==> src/rtl/adb_pkg.sv <==
package adb_pkg;
  localparam int WORD_W = 32;
  localparam int REG_AW = 5;
  localparam int NLANE = 2;
  localparam int LANE_STRIDE = 16;   // control-word bit distance between lanes
  localparam int BYTES_PER_WORD = 4;

  localparam logic [REG_AW-1:0] OFS_BASE   = 5'h00;  // +4 per lane
  localparam logic [REG_AW-1:0] OFS_LEN    = 5'h08;  // +4 per lane
  localparam logic [REG_AW-1:0] OFS_CTRL   = 5'h10;
  localparam logic [REG_AW-1:0] OFS_LEFT   = 5'h14;  // +4 per lane
  localparam logic [REG_AW-1:0] OFS_EVENTS = 5'h1C;

  localparam int BIT_GO    = 0;
  localparam int BIT_HALT  = 1;
  localparam int BIT_LOOP  = 2;
  localparam int BIT_ALIGN = 8;

  localparam int MIN_LEN = 8;

  typedef enum logic [1:0] {
    ALIGN_NONE  = 2'd0,
    ALIGN_QUAD  = 2'd1,
    ALIGN_PAIR  = 2'd2,
    ALIGN_RSVD  = 2'd3
  } align_mode_e;
endpackage

==> src/rtl/adb_regs.sv <==
module adb_regs
  import adb_pkg::*;
#(
  parameter int CNT_W = 26
) (
  input  logic                          clk,
  input  logic                          rst_n,
  input  logic                          we,
  input  logic [REG_AW-1:0]             addr,
  input  logic [WORD_W-1:0]             wdata,
  output logic [WORD_W-1:0]             rdata,
  input  logic [NLANE-1:0]              active_i,
  input  logic [NLANE-1:0][CNT_W-1:0]   left_i,
  input  logic [NLANE-1:0]              ev_half_i,
  input  logic [NLANE-1:0]              ev_full_i,
  output logic [NLANE-1:0][WORD_W-1:0]  base_o,
  output logic [NLANE-1:0][CNT_W-1:0]   len_o,
  output logic [NLANE-1:0]              loop_o,
  output logic [NLANE-1:0]              start_o,
  output logic [NLANE-1:0]              stop_o,
  output logic [2*NLANE-1:0]            irq_o
);
  localparam int EV_W = 2 * NLANE;

  logic [NLANE-1:0][WORD_W-1:0] base_q, base_d;
  logic [NLANE-1:0][CNT_W-1:0]  len_q, len_d;
  logic [NLANE-1:0]             loop_q, loop_d;
  align_mode_e [NLANE-1:0]      align_q, align_d;
  logic [EV_W-1:0]              ev_q, ev_d, ev_set, ev_clr;

  always_comb begin
    base_d  = base_q;
    len_d   = len_q;
    loop_d  = loop_q;
    align_d = align_q;
    for (int l = 0; l < NLANE; l++) begin
      ev_set[2*l]   = ev_half_i[l];
      ev_set[2*l+1] = ev_full_i[l];
      start_o[l] = we && (addr == OFS_CTRL) && wdata[LANE_STRIDE*l + BIT_GO];
      stop_o[l]  = we && (addr == OFS_CTRL) && wdata[LANE_STRIDE*l + BIT_HALT];
      if (addr == OFS_BASE + REG_AW'(4*l))
        base_d[l] = {wdata[WORD_W-1:2], 2'b00};
      if (addr == OFS_LEN + REG_AW'(4*l))
        len_d[l] = {wdata[CNT_W-1:2], 2'b00};
      if (addr == OFS_CTRL) begin
        loop_d[l]  = wdata[LANE_STRIDE*l + BIT_LOOP];
        align_d[l] = align_mode_e'(wdata[LANE_STRIDE*l + BIT_ALIGN +: 2]);
      end
    end
    ev_clr = (we && addr == OFS_EVENTS) ? wdata[EV_W-1:0] : '0;
    ev_d   = (ev_q & ~ev_clr) | ev_set;
  end

  always_ff @(posedge clk or negedge rst_n) begin
    if (!rst_n) begin
      base_q  <= '0;
      len_q   <= '0;
      loop_q  <= '0;
      align_q <= {NLANE{ALIGN_NONE}};
      ev_q    <= '0;
    end else begin
      if (we) begin
        base_q  <= base_d;
        len_q   <= len_d;
        loop_q  <= loop_d;
        align_q <= align_d;
      end
      ev_q <= ev_d;
    end
  end

  always_comb begin
    rdata = '0;
    for (int l = 0; l < NLANE; l++) begin
      if (addr == OFS_BASE + REG_AW'(4*l)) rdata = base_q[l];
      if (addr == OFS_LEN + REG_AW'(4*l))  rdata = WORD_W'(len_q[l]);
      if (addr == OFS_LEFT + REG_AW'(4*l)) rdata = WORD_W'(left_i[l]);
    end
    if (addr == OFS_CTRL) begin
      for (int l = 0; l < NLANE; l++) begin
        rdata[LANE_STRIDE*l + BIT_GO]         = active_i[l];
        rdata[LANE_STRIDE*l + BIT_LOOP]       = loop_q[l];
        rdata[LANE_STRIDE*l + BIT_ALIGN +: 2] = align_q[l];
      end
    end
    if (addr == OFS_EVENTS) rdata[EV_W-1:0] = ev_q;
  end

  assign base_o = base_q;
  assign len_o  = len_q;
  assign loop_o = loop_q;
  assign irq_o  = ev_q;
endmodule

==> src/rtl/adb_lane.sv <==
module adb_lane
  import adb_pkg::*;
#(
  parameter bit IS_RX = 1'b0,  // 1: the sink side is memory, 0: the source side is memory
  parameter int CNT_W = 26
) (
  input  logic              clk,
  input  logic              rst_n,
  input  logic              start_i,
  input  logic              stop_i,
  input  logic              loop_i,
  input  logic [WORD_W-1:0] base_i,
  input  logic [CNT_W-1:0]  len_i,
  output logic              active_o,
  output logic [CNT_W-1:0]  left_o,
  output logic [WORD_W-1:0] addr_o,
  output logic              ev_half_o,
  output logic              ev_full_o,
  input  logic              src_valid_i,
  input  logic [WORD_W-1:0] src_data_i,
  output logic              src_ready_o,
  output logic              snk_valid_o,
  output logic [WORD_W-1:0] snk_data_o,
  input  logic              snk_ready_i
);
  localparam logic [CNT_W-1:0] STEP = CNT_W'(BYTES_PER_WORD);
  localparam logic [CNT_W-1:0] LEN_MIN = CNT_W'(MIN_LEN);

  logic              act_q, act_d;
  logic              hold_q, hold_d;
  logic              hseen_q, hseen_d;
  logic [WORD_W-1:0] dat_q, dat_d;
  logic [WORD_W-1:0] addr_q, addr_d;
  logic [CNT_W-1:0]  left_q, left_d;
  logic              take, give, beat;
  logic [CNT_W-1:0]  left_dec;

  assign src_ready_o = act_q && !hold_q;
  assign snk_valid_o = hold_q;
  assign snk_data_o  = dat_q;
  assign take = src_valid_i && src_ready_o;
  assign give = snk_valid_o && snk_ready_i;
  assign beat = IS_RX ? give : take;
  assign left_dec = left_q - STEP;

  always_comb begin
    act_d     = act_q;
    hold_d    = hold_q;
    hseen_d   = hseen_q;
    dat_d     = dat_q;
    addr_d    = addr_q;
    left_d    = left_q;
    ev_half_o = 1'b0;
    ev_full_o = 1'b0;
    if (stop_i) begin
      act_d   = 1'b0;
      hold_d  = 1'b0;
      hseen_d = 1'b0;
    end else begin
      if (take) begin
        hold_d = 1'b1;
        dat_d  = src_data_i;
      end
      if (give) hold_d = 1'b0;
      if (start_i && !act_q && (len_i >= LEN_MIN)) begin
        act_d   = 1'b1;
        addr_d  = base_i;
        left_d  = len_i;
        hseen_d = 1'b0;
      end else if (beat && act_q) begin
        addr_d = addr_q + WORD_W'(BYTES_PER_WORD);
        left_d = left_dec;
        if (!hseen_q && (left_dec <= (len_i >> 1))) begin
          ev_half_o = 1'b1;
          hseen_d   = 1'b1;
        end
        if (left_dec == '0) begin
          ev_full_o = 1'b1;
          if (loop_i) begin
            addr_d  = base_i;
            left_d  = len_i;
            hseen_d = 1'b0;
          end else begin
            act_d = 1'b0;
          end
        end
      end
    end
  end

  always_ff @(posedge clk or negedge rst_n) begin
    if (!rst_n) begin
      act_q   <= 1'b0;
      hold_q  <= 1'b0;
      hseen_q <= 1'b0;
      dat_q   <= '0;
      addr_q  <= '0;
      left_q  <= '0;
    end else begin
      act_q   <= act_d;
      hold_q  <= hold_d;
      hseen_q <= hseen_d;
      if (take) dat_q <= dat_d;
      addr_q  <= addr_d;
      left_q  <= left_d;
    end
  end

  assign active_o = act_q;
  assign left_o   = left_q;
  assign addr_o   = addr_q;
endmodule

==> src/rtl/audio_dma_bridge.sv <==
module audio_dma_bridge
  import adb_pkg::*;
#(
  parameter int CNT_W = 26
) (
  input  logic        clk,
  input  logic        rst_n,
  input  logic        reg_we,
  input  logic [4:0]  reg_addr,
  input  logic [31:0] reg_wdata,
  output logic [31:0] reg_rdata,
  output logic        txm_req,
  output logic [31:0] txm_addr,
  input  logic        txm_gnt,
  input  logic [31:0] txm_rdata,
  output logic        txs_valid,
  output logic [31:0] txs_data,
  input  logic        txs_ready,
  input  logic        rxs_valid,
  input  logic [31:0] rxs_data,
  output logic        rxs_ready,
  output logic        rxm_req,
  output logic [31:0] rxm_addr,
  output logic [31:0] rxm_wdata,
  input  logic        rxm_gnt,
  output logic [3:0]  irq
);
  localparam int TX = 0;
  localparam int RX = 1;

  logic [1:0] rst_pipe;
  logic       rst_sync_n;

  always_ff @(posedge clk or negedge rst_n) begin
    if (!rst_n) rst_pipe <= '0;
    else        rst_pipe <= {rst_pipe[0], 1'b1};
  end
  assign rst_sync_n = rst_pipe[1];

  logic [NLANE-1:0]             lane_active, lane_start, lane_stop, lane_loop;
  logic [NLANE-1:0]             lane_half, lane_full;
  logic [NLANE-1:0][CNT_W-1:0]  lane_left, lane_len;
  logic [NLANE-1:0][WORD_W-1:0] lane_base;

  adb_regs #(.CNT_W(CNT_W)) u_regs (
    .clk(clk), .rst_n(rst_sync_n),
    .we(reg_we), .addr(reg_addr), .wdata(reg_wdata), .rdata(reg_rdata),
    .active_i(lane_active), .left_i(lane_left),
    .ev_half_i(lane_half), .ev_full_i(lane_full),
    .base_o(lane_base), .len_o(lane_len), .loop_o(lane_loop),
    .start_o(lane_start), .stop_o(lane_stop), .irq_o(irq)
  );

  // playback: memory is the source, transmit stream is the sink
  adb_lane #(.IS_RX(1'b0), .CNT_W(CNT_W)) u_tx (
    .clk(clk), .rst_n(rst_sync_n),
    .start_i(lane_start[TX]), .stop_i(lane_stop[TX]), .loop_i(lane_loop[TX]),
    .base_i(lane_base[TX]), .len_i(lane_len[TX]),
    .active_o(lane_active[TX]), .left_o(lane_left[TX]), .addr_o(txm_addr),
    .ev_half_o(lane_half[TX]), .ev_full_o(lane_full[TX]),
    .src_valid_i(txm_gnt), .src_data_i(txm_rdata), .src_ready_o(txm_req),
    .snk_valid_o(txs_valid), .snk_data_o(txs_data), .snk_ready_i(txs_ready)
  );

  // record: receive stream is the source, memory is the sink
  adb_lane #(.IS_RX(1'b1), .CNT_W(CNT_W)) u_rx (
    .clk(clk), .rst_n(rst_sync_n),
    .start_i(lane_start[RX]), .stop_i(lane_stop[RX]), .loop_i(lane_loop[RX]),
    .base_i(lane_base[RX]), .len_i(lane_len[RX]),
    .active_o(lane_active[RX]), .left_o(lane_left[RX]), .addr_o(rxm_addr),
    .ev_half_o(lane_half[RX]), .ev_full_o(lane_full[RX]),
    .src_valid_i(rxs_valid), .src_data_i(rxs_data), .src_ready_o(rxs_ready),
    .snk_valid_o(rxm_req), .snk_data_o(rxm_wdata), .snk_ready_i(rxm_gnt)
  );
endmodule

==> config.mk <==
export PLATFORM = sky130hd
export DESIGN_NAME = audio_dma_bridge
export DESIGN_NICKNAME = d
export VERILOG_FILES = /design/src/rtl/adb_pkg.sv /design/src/rtl/adb_regs.sv /design/src/rtl/adb_lane.sv /design/src/rtl/audio_dma_bridge.sv
export SDC_FILE = /design/constraint.sdc
export NUM_CORES = 1
export LEC_CHECK = 0
export BUFFER_PORTS_ARGS = -buffer_cell sky130_fd_sc_hd__buf_2
export CORE_AREA = 2 2 195 197
export DETAILED_ROUTE_END_ITERATION = 8
export DIE_AREA = 0 0 197 199
export GPL_TIMING_DRIVEN = 0
export PLACE_DENSITY = 0.77
export SLEW_MARGIN = 20
export SYNTH_ARGS = -nofsm -noshare
export SYNTH_HDL_FRONTEND = slang
export SYNTH_SLANG_ARGS = --single-unit
==> constraint.sdc <==
create_clock -name clk -period 10.6 [get_ports clk]
set_clock_uncertainty 0.15 [all_clocks]
set_input_delay 2.12 -clock clk [delete_from_list [all_inputs] [get_ports clk]]
set_output_delay 2.12 -clock clk [all_outputs]
set_load 0.05 [all_outputs]
# Yosys cells after proc, flatten, opt, wreduce, memory -nomap -nowiden
# Cells that the tools add are included.
[word_totals] register_bits=306 output_inout_bits=168
[classes] add_sub_neg=4 n_lt_le_gt_ge=4 eq_ne=9 muxes=74 bitwise_logic=5 n_reduce_logical=48
[op_table] operator="two-way mux 32 bit" n=14
[op_table] operator="two-way mux 26 bit" n=8
[op_table] operator="adder 32 x 3 -> 32 bit (second input constant)" n=2
[op_table] operator=">= comparator 26 x 4 -> 1 bit (second input constant)" n=2
[op_table] operator="<= comparator 26 x 25 -> 1 bit" n=2
[op_table] operator="logical NOT 26 bit" n=2
[op_table] operator="subtractor 26 x 3 -> 26 bit (second input constant)" n=2
[op_table] operator="two-way mux 1 bit" n=48
[op_table] operator="== test 5 bit (second input constant)" n=4
[op_table] operator="logical AND 1 bit" n=20
[op_table] operator="AND reduction 2 bit" n=9
[op_table] operator="nonzero test 3 bit" n=6
[op_table] operator="== test 5 x 4 -> 1 bit (second input constant)" n=2
[op_table] operator="two-way mux 4 bit" n=2
[op_table] operator="logical NOT 1 bit" n=6
[op_table] operator="AND reduction 3 bit" n=2
[op_table] operator="== test 5 x 3 -> 1 bit (second input constant)" n=1
[op_table] operator="logical NOT 5 bit" n=1
[op_table] operator="AND 4 bit" n=1
[op_table] operator="two-way mux 2 bit" n=2
[op_table] operator="NOT 4 bit" n=1
[op_table] operator="bitwise OR 4 bit" n=1
[op_table] operator="nonzero test 2 bit" n=2
[op_table] operator="!= test 3 x 1 -> 1 bit (second input constant)" n=1
[op_table] operator="other kinds (2)" n=3

# Logic depth before layout (Yosys ltp)
[logic_depth] depth_word=9 depth_mapped=17 ltp_nobuf=16

# Modules after synthesis
# From an unflattened synthesis, not the netlist that was laid out.
[unflattened] hier_cells=1810 area_unflattened_um2=18108.6
[modules_own_cells] module="adb_regs" instances=1 cells_per_inst=522 area_per_inst_um2=6053.3 seq_area_each_um2=2952.8
[modules_own_cells] module="adb_lane (u_rx)" instances=1 cells_per_inst=636 area_per_inst_um2=6019.5 seq_area_each_um2=2327.2
[modules_own_cells] module="adb_lane (u_tx)" instances=1 cells_per_inst=649 area_per_inst_um2=5982.0 seq_area_each_um2=2327.2
[modules_own_cells] module="audio_dma_bridge" instances=1 cells_per_inst=3 area_per_inst_um2=53.8 seq_area_each_um2=50.0

# Worst setup path after synthesis
# Ideal clock, no wire load.
[synth_timing] path_type="input to output" start="in reg_addr[4]" end="out reg_rdata[8]" t_arrival_ns=4.531 required_time_ns=8.330 path_slack_ns=3.799 path_stages=7 path_buffers=3 cell_sequence="clkbuf_1 > buf_1 > buf_1 > a211oi_1 > a21oi_1 > nor3_1 > o21ai_0"
[synth_via] elab_chain_cells=8 word_cells_on_any_way=14
[synth_lines] item="from (decl)" line="audio_dma_bridge.sv:9" text="input logic [4:0] reg_addr,"
[synth_lines] item="logical NOT 5 bit" line="adb_regs.sv:75" text="if (addr == OFS_BASE + REG_AW'(4*l)) rdata = base_q[l];"
[synth_lines] item="two-way mux 32 bit" line="adb_regs.sv:75"
[synth_lines] item="two-way mux 32 bit" line="adb_regs.sv:76" text="if (addr == OFS_LEN + REG_AW'(4*l)) rdata = WORD_W'(len_q[l]);"
[synth_lines] item="two-way mux 32 bit" line="adb_regs.sv:77" text="if (addr == OFS_LEFT + REG_AW'(4*l)) rdata = WORD_W'(left_i[l]);"
[synth_lines] item="two-way mux 32 bit" line="adb_regs.sv:75"
[synth_lines] item="two-way mux 32 bit" line="adb_regs.sv:76"
[synth_lines] item="two-way mux 32 bit" line="adb_regs.sv:77"
[synth_lines] item="two-way mux 2 bit (*)" line="adb_regs.sv:79" text="if (addr == OFS_CTRL) begin"
[synth_lines] item="to (decl)" line="audio_dma_bridge.sv:11" text="output logic [31:0] reg_rdata,"
# Every way passes the cells marked *; elsewhere a longest branch is shown, timed or not.

# Worst setup path after layout
[layout_timing] start="in reg_addr[3]" end="out reg_rdata[16]"
[layout_via] elab_chain_cells=8 word_cells_on_any_way=14
[layout_lines] item="logical NOT 5 bit" line="adb_regs.sv:75"
[layout_lines] item="two-way mux 32 bit" line="adb_regs.sv:75"
[layout_lines] item="two-way mux 32 bit" line="adb_regs.sv:76"
[layout_lines] item="two-way mux 32 bit" line="adb_regs.sv:77"
[layout_lines] item="two-way mux 32 bit" line="adb_regs.sv:75"
[layout_lines] item="two-way mux 32 bit" line="adb_regs.sv:76"
[layout_lines] item="two-way mux 32 bit" line="adb_regs.sv:77"
[layout_lines] item="two-way mux 1 bit (*)" line="adb_regs.sv:79"
# Marked as above.

==> impl_metrics.ini <==
[route]
via_count = 16300
drtIter0Drc = 1771
drcViolationCount = 0
routed_wl_um = 65700
routed_via_density = 6.34
dr.pass1.iters = 7
antenna_left = 0
wl_per_cell_um = 25.6

[pwr]
vdd.ir_drop.worst_v = 0.000296
p_leak_uw = 0.00960
finalPower_uw = 4290
p_per_area_nw_per_um2 = 209

[place]
finalWeightedCongestion = 1.07
dp_hpwl_um = 50200
io_buffers = 270
pre_cts_slack_ns = 3.05

[global_route]
track_usage = 0.334
grt_pass1_wl_um = 98000
antenna_found_initial = 2
grt_pass1_vias = 16000
grt_max_degree = 60
overflow = 0

[sta]
setup_viol = 0
worst_slack_ns = 2.86
slew_headroom = 0.293
hold-worst-slack_ns = 0.0936
finalCriticalPeriod_ns = 7.74
fin_setup_tns_ns = 0
hold_violations = 0
post-route-period-util = 0.730
worst_pin_slew_ns = 1.06
rsz0062_at_grt = no
fmax_mhz = 129
drv_slew = 0

[setup_path]
max_stage_delay_ns = 0.73
worstPathRequired_ns = 8.33
r2r_end = u_regs.irq_o[2]
r2r-start = u_rx.left_o[2]
critPathKind = in -> out
ff2ff_setup_slack_ns = 5.11
critical_path_buf_inv_count = 4
path_cells = buf_2, nor4_1, nor2b_1, clkbuf_1, clkbuf_1, nand2_1, a31oi_1, buf_2
cp_max_fo = 10
critical_path_arrival_ns = 5.47
r2r_cells = 15
cp_slowest_cell = nor4_1
start_kind = input pin
critPathCaptureType = output port
critPathTopFamily = buffers and inverters

[clocking]
postCtsSetupRepairBufs = 0
tritoncts = built
ctsHoldBuffers = 0
htreeDepth = 2
cts_root_buffer = clkbuf_16
cts.repair.resized = 0
cts_made_buffers = 35
clockBufferDepth = 3
clock_sinks = 298
clk_pin_slew_ns = 0.06
worstSkewPairLatency_ns = 0.54

[logic_synthesis]
syn_inst = 1750
synth_edf_count = 0
syn_area_sq_um = 17300
avgSynthCellArea_sq_um = 9.90
netlist.area_leader.share = 0.431
synth_commonest_cells = dfrtp_1, mux2_2, nand2_1, mux2i_1, nand3_1
ys.flop_type = dfrtp_1
yosysMostFrequentCell = dfrtp_1
yosysWarnings = 0
yosysSeqAreaShare = 0.431
yosysTopAreaCell = dfrtp_1
synthTopCellsByArea = dfrtp_1, mux2_2, mux2i_1
synth_cell_types = 81
ys_seq_elements = 298
synthArstFlopShare = 1.00

[finish]
drive_gt1_frac = 0.267
diodes = 0
fillers = 3278
utilization = 0.555
nets = 2226
syn2layout_area_growth_pct = 18.9

[floorplanning]
ios = 276
rows = 71
start_util = 0.466
dieArea_sq_um = 39200
die_x_um = 197
coreArea_sq_um = 37100
fp.dieH_um = 199

[worst_hold_path]
hp-class = reg -> async

[run]
drv_cap = 0

[run_status]
status = finished clean
==> registers in the layout, summed over array words and instances, names as in the netlist <==
| signal | count |
|---|---|
| u_rx.active_o | 1 |
| u_regs.len_o | 48 |
| u_regs.irq_o | 4 |
| u_tx.active_o | 1 |
| u_rx.snk_valid_o | 1 |
| u_rx.snk_data_o | 32 |
| u_tx.snk_data_o | 32 |
| u_regs.align_q | 4 |
| u_regs.base_o | 60 |
| rst_pipe | 2 |
| u_rx.hseen_q | 1 |
| u_tx.left_o | 24 |
| u_regs.loop_o | 2 |
| u_rx.left_o | 24 |
| u_tx.hseen_q | 1 |
| u_tx.addr_o | 30 |
| u_tx.snk_valid_o | 1 |
| u_rx.addr_o | 30 |
==> cell type report <==
class / instances / area, sq um / share of cell area
clock inverter: 16 / 183 / 0.00887
inverter: 89 / 334 / 0.0162
buffer: 109 / 483 / 0.0235
tap: 474 / 593 / 0.0288
timing repair buffer: 276 / 1500 / 0.0729
multi-input combinational: 1257 / 9050 / 0.440
sequential: 298 / 7460 / 0.362
clock buffer: 47 / 982 / 0.0477
==> report_power, final <==
group	total, uW	internal, uW	switching (uW)	leakage (uW)
registers	1660	1370	289	0.00370
clock network	1240	730	510	0.000570
logic	1400	437	962	0.00533
==> worst max-delay path by stage <==
stage / to / from / cells after the start / slack, ns
final: reg_rdata[16] / reg_addr[3] / 8 / 2.86
after global routing: reg_rdata[16] / reg_addr[3] / 8 / 2.88
after CTS: reg_rdata[16] / reg_addr[3] / 8 / 3.04
after detailed placement: reg_rdata[16] / reg_addr[3] / 8 / 3.05
after global placement: u_regs.len_o[36] / rst_pipe[1] / 0 / -1.87
after floorplan: u_regs.align_q[0] / rst_pipe[1] / 0 / 1.53
==> per-layer routing <==
layer  vias up  wire, um  global-route usage
met2      1034     30000               0.536
met5         -        24                   0
met4         4      3690               0.181
met1      7958     24900               0.415
li1       7059         -                   -
met3       213      7090              0.0860
==> placed cells by master (no fill, tap or decap), types with 11 or more instances in the layout <==
master and n:
a221oi_1 12, o21ai_0 78, clkbuf_16 36, buf_2 283
xor2_1 15, inv_1 89, nand2_1 169, ha_1 52
a31oi_1 14, clkbuf_1 84, o211ai_1 11, dfrtp_1 297
nor3_1 35, mux2_2 173, xnor2_1 20, a21o_1 14
and3_1 19, a22oi_1 29, mux2i_1 94, nand4_1 25
nor2_1 74, o22ai_1 13, and2_1 15, a21oi_1 74
a2bb2oi_1 33, nor4_1 40, nand3_1 93
==> logic make-up after synthesis <==
group	after synthesis	share of synthesized area
other cells	2	0.000434
fa+ha+maj	52	0.0376
simple gates	534	0.155
buf+inv	198	0.0472
compound gates	364	0.144
flops	298	0.431
xor+xnor	35	0.0177
mux	267	0.167
==> stage by stage <==
step,instance area (sq um),instances
finish,20600,2566
CTS,20600,2566
global placement,19300,2497
floorplan,17300,1753
detailed placement,19400,2503
global route,20600,2566
Note: power is estimated with default switching activity, not from simulation.
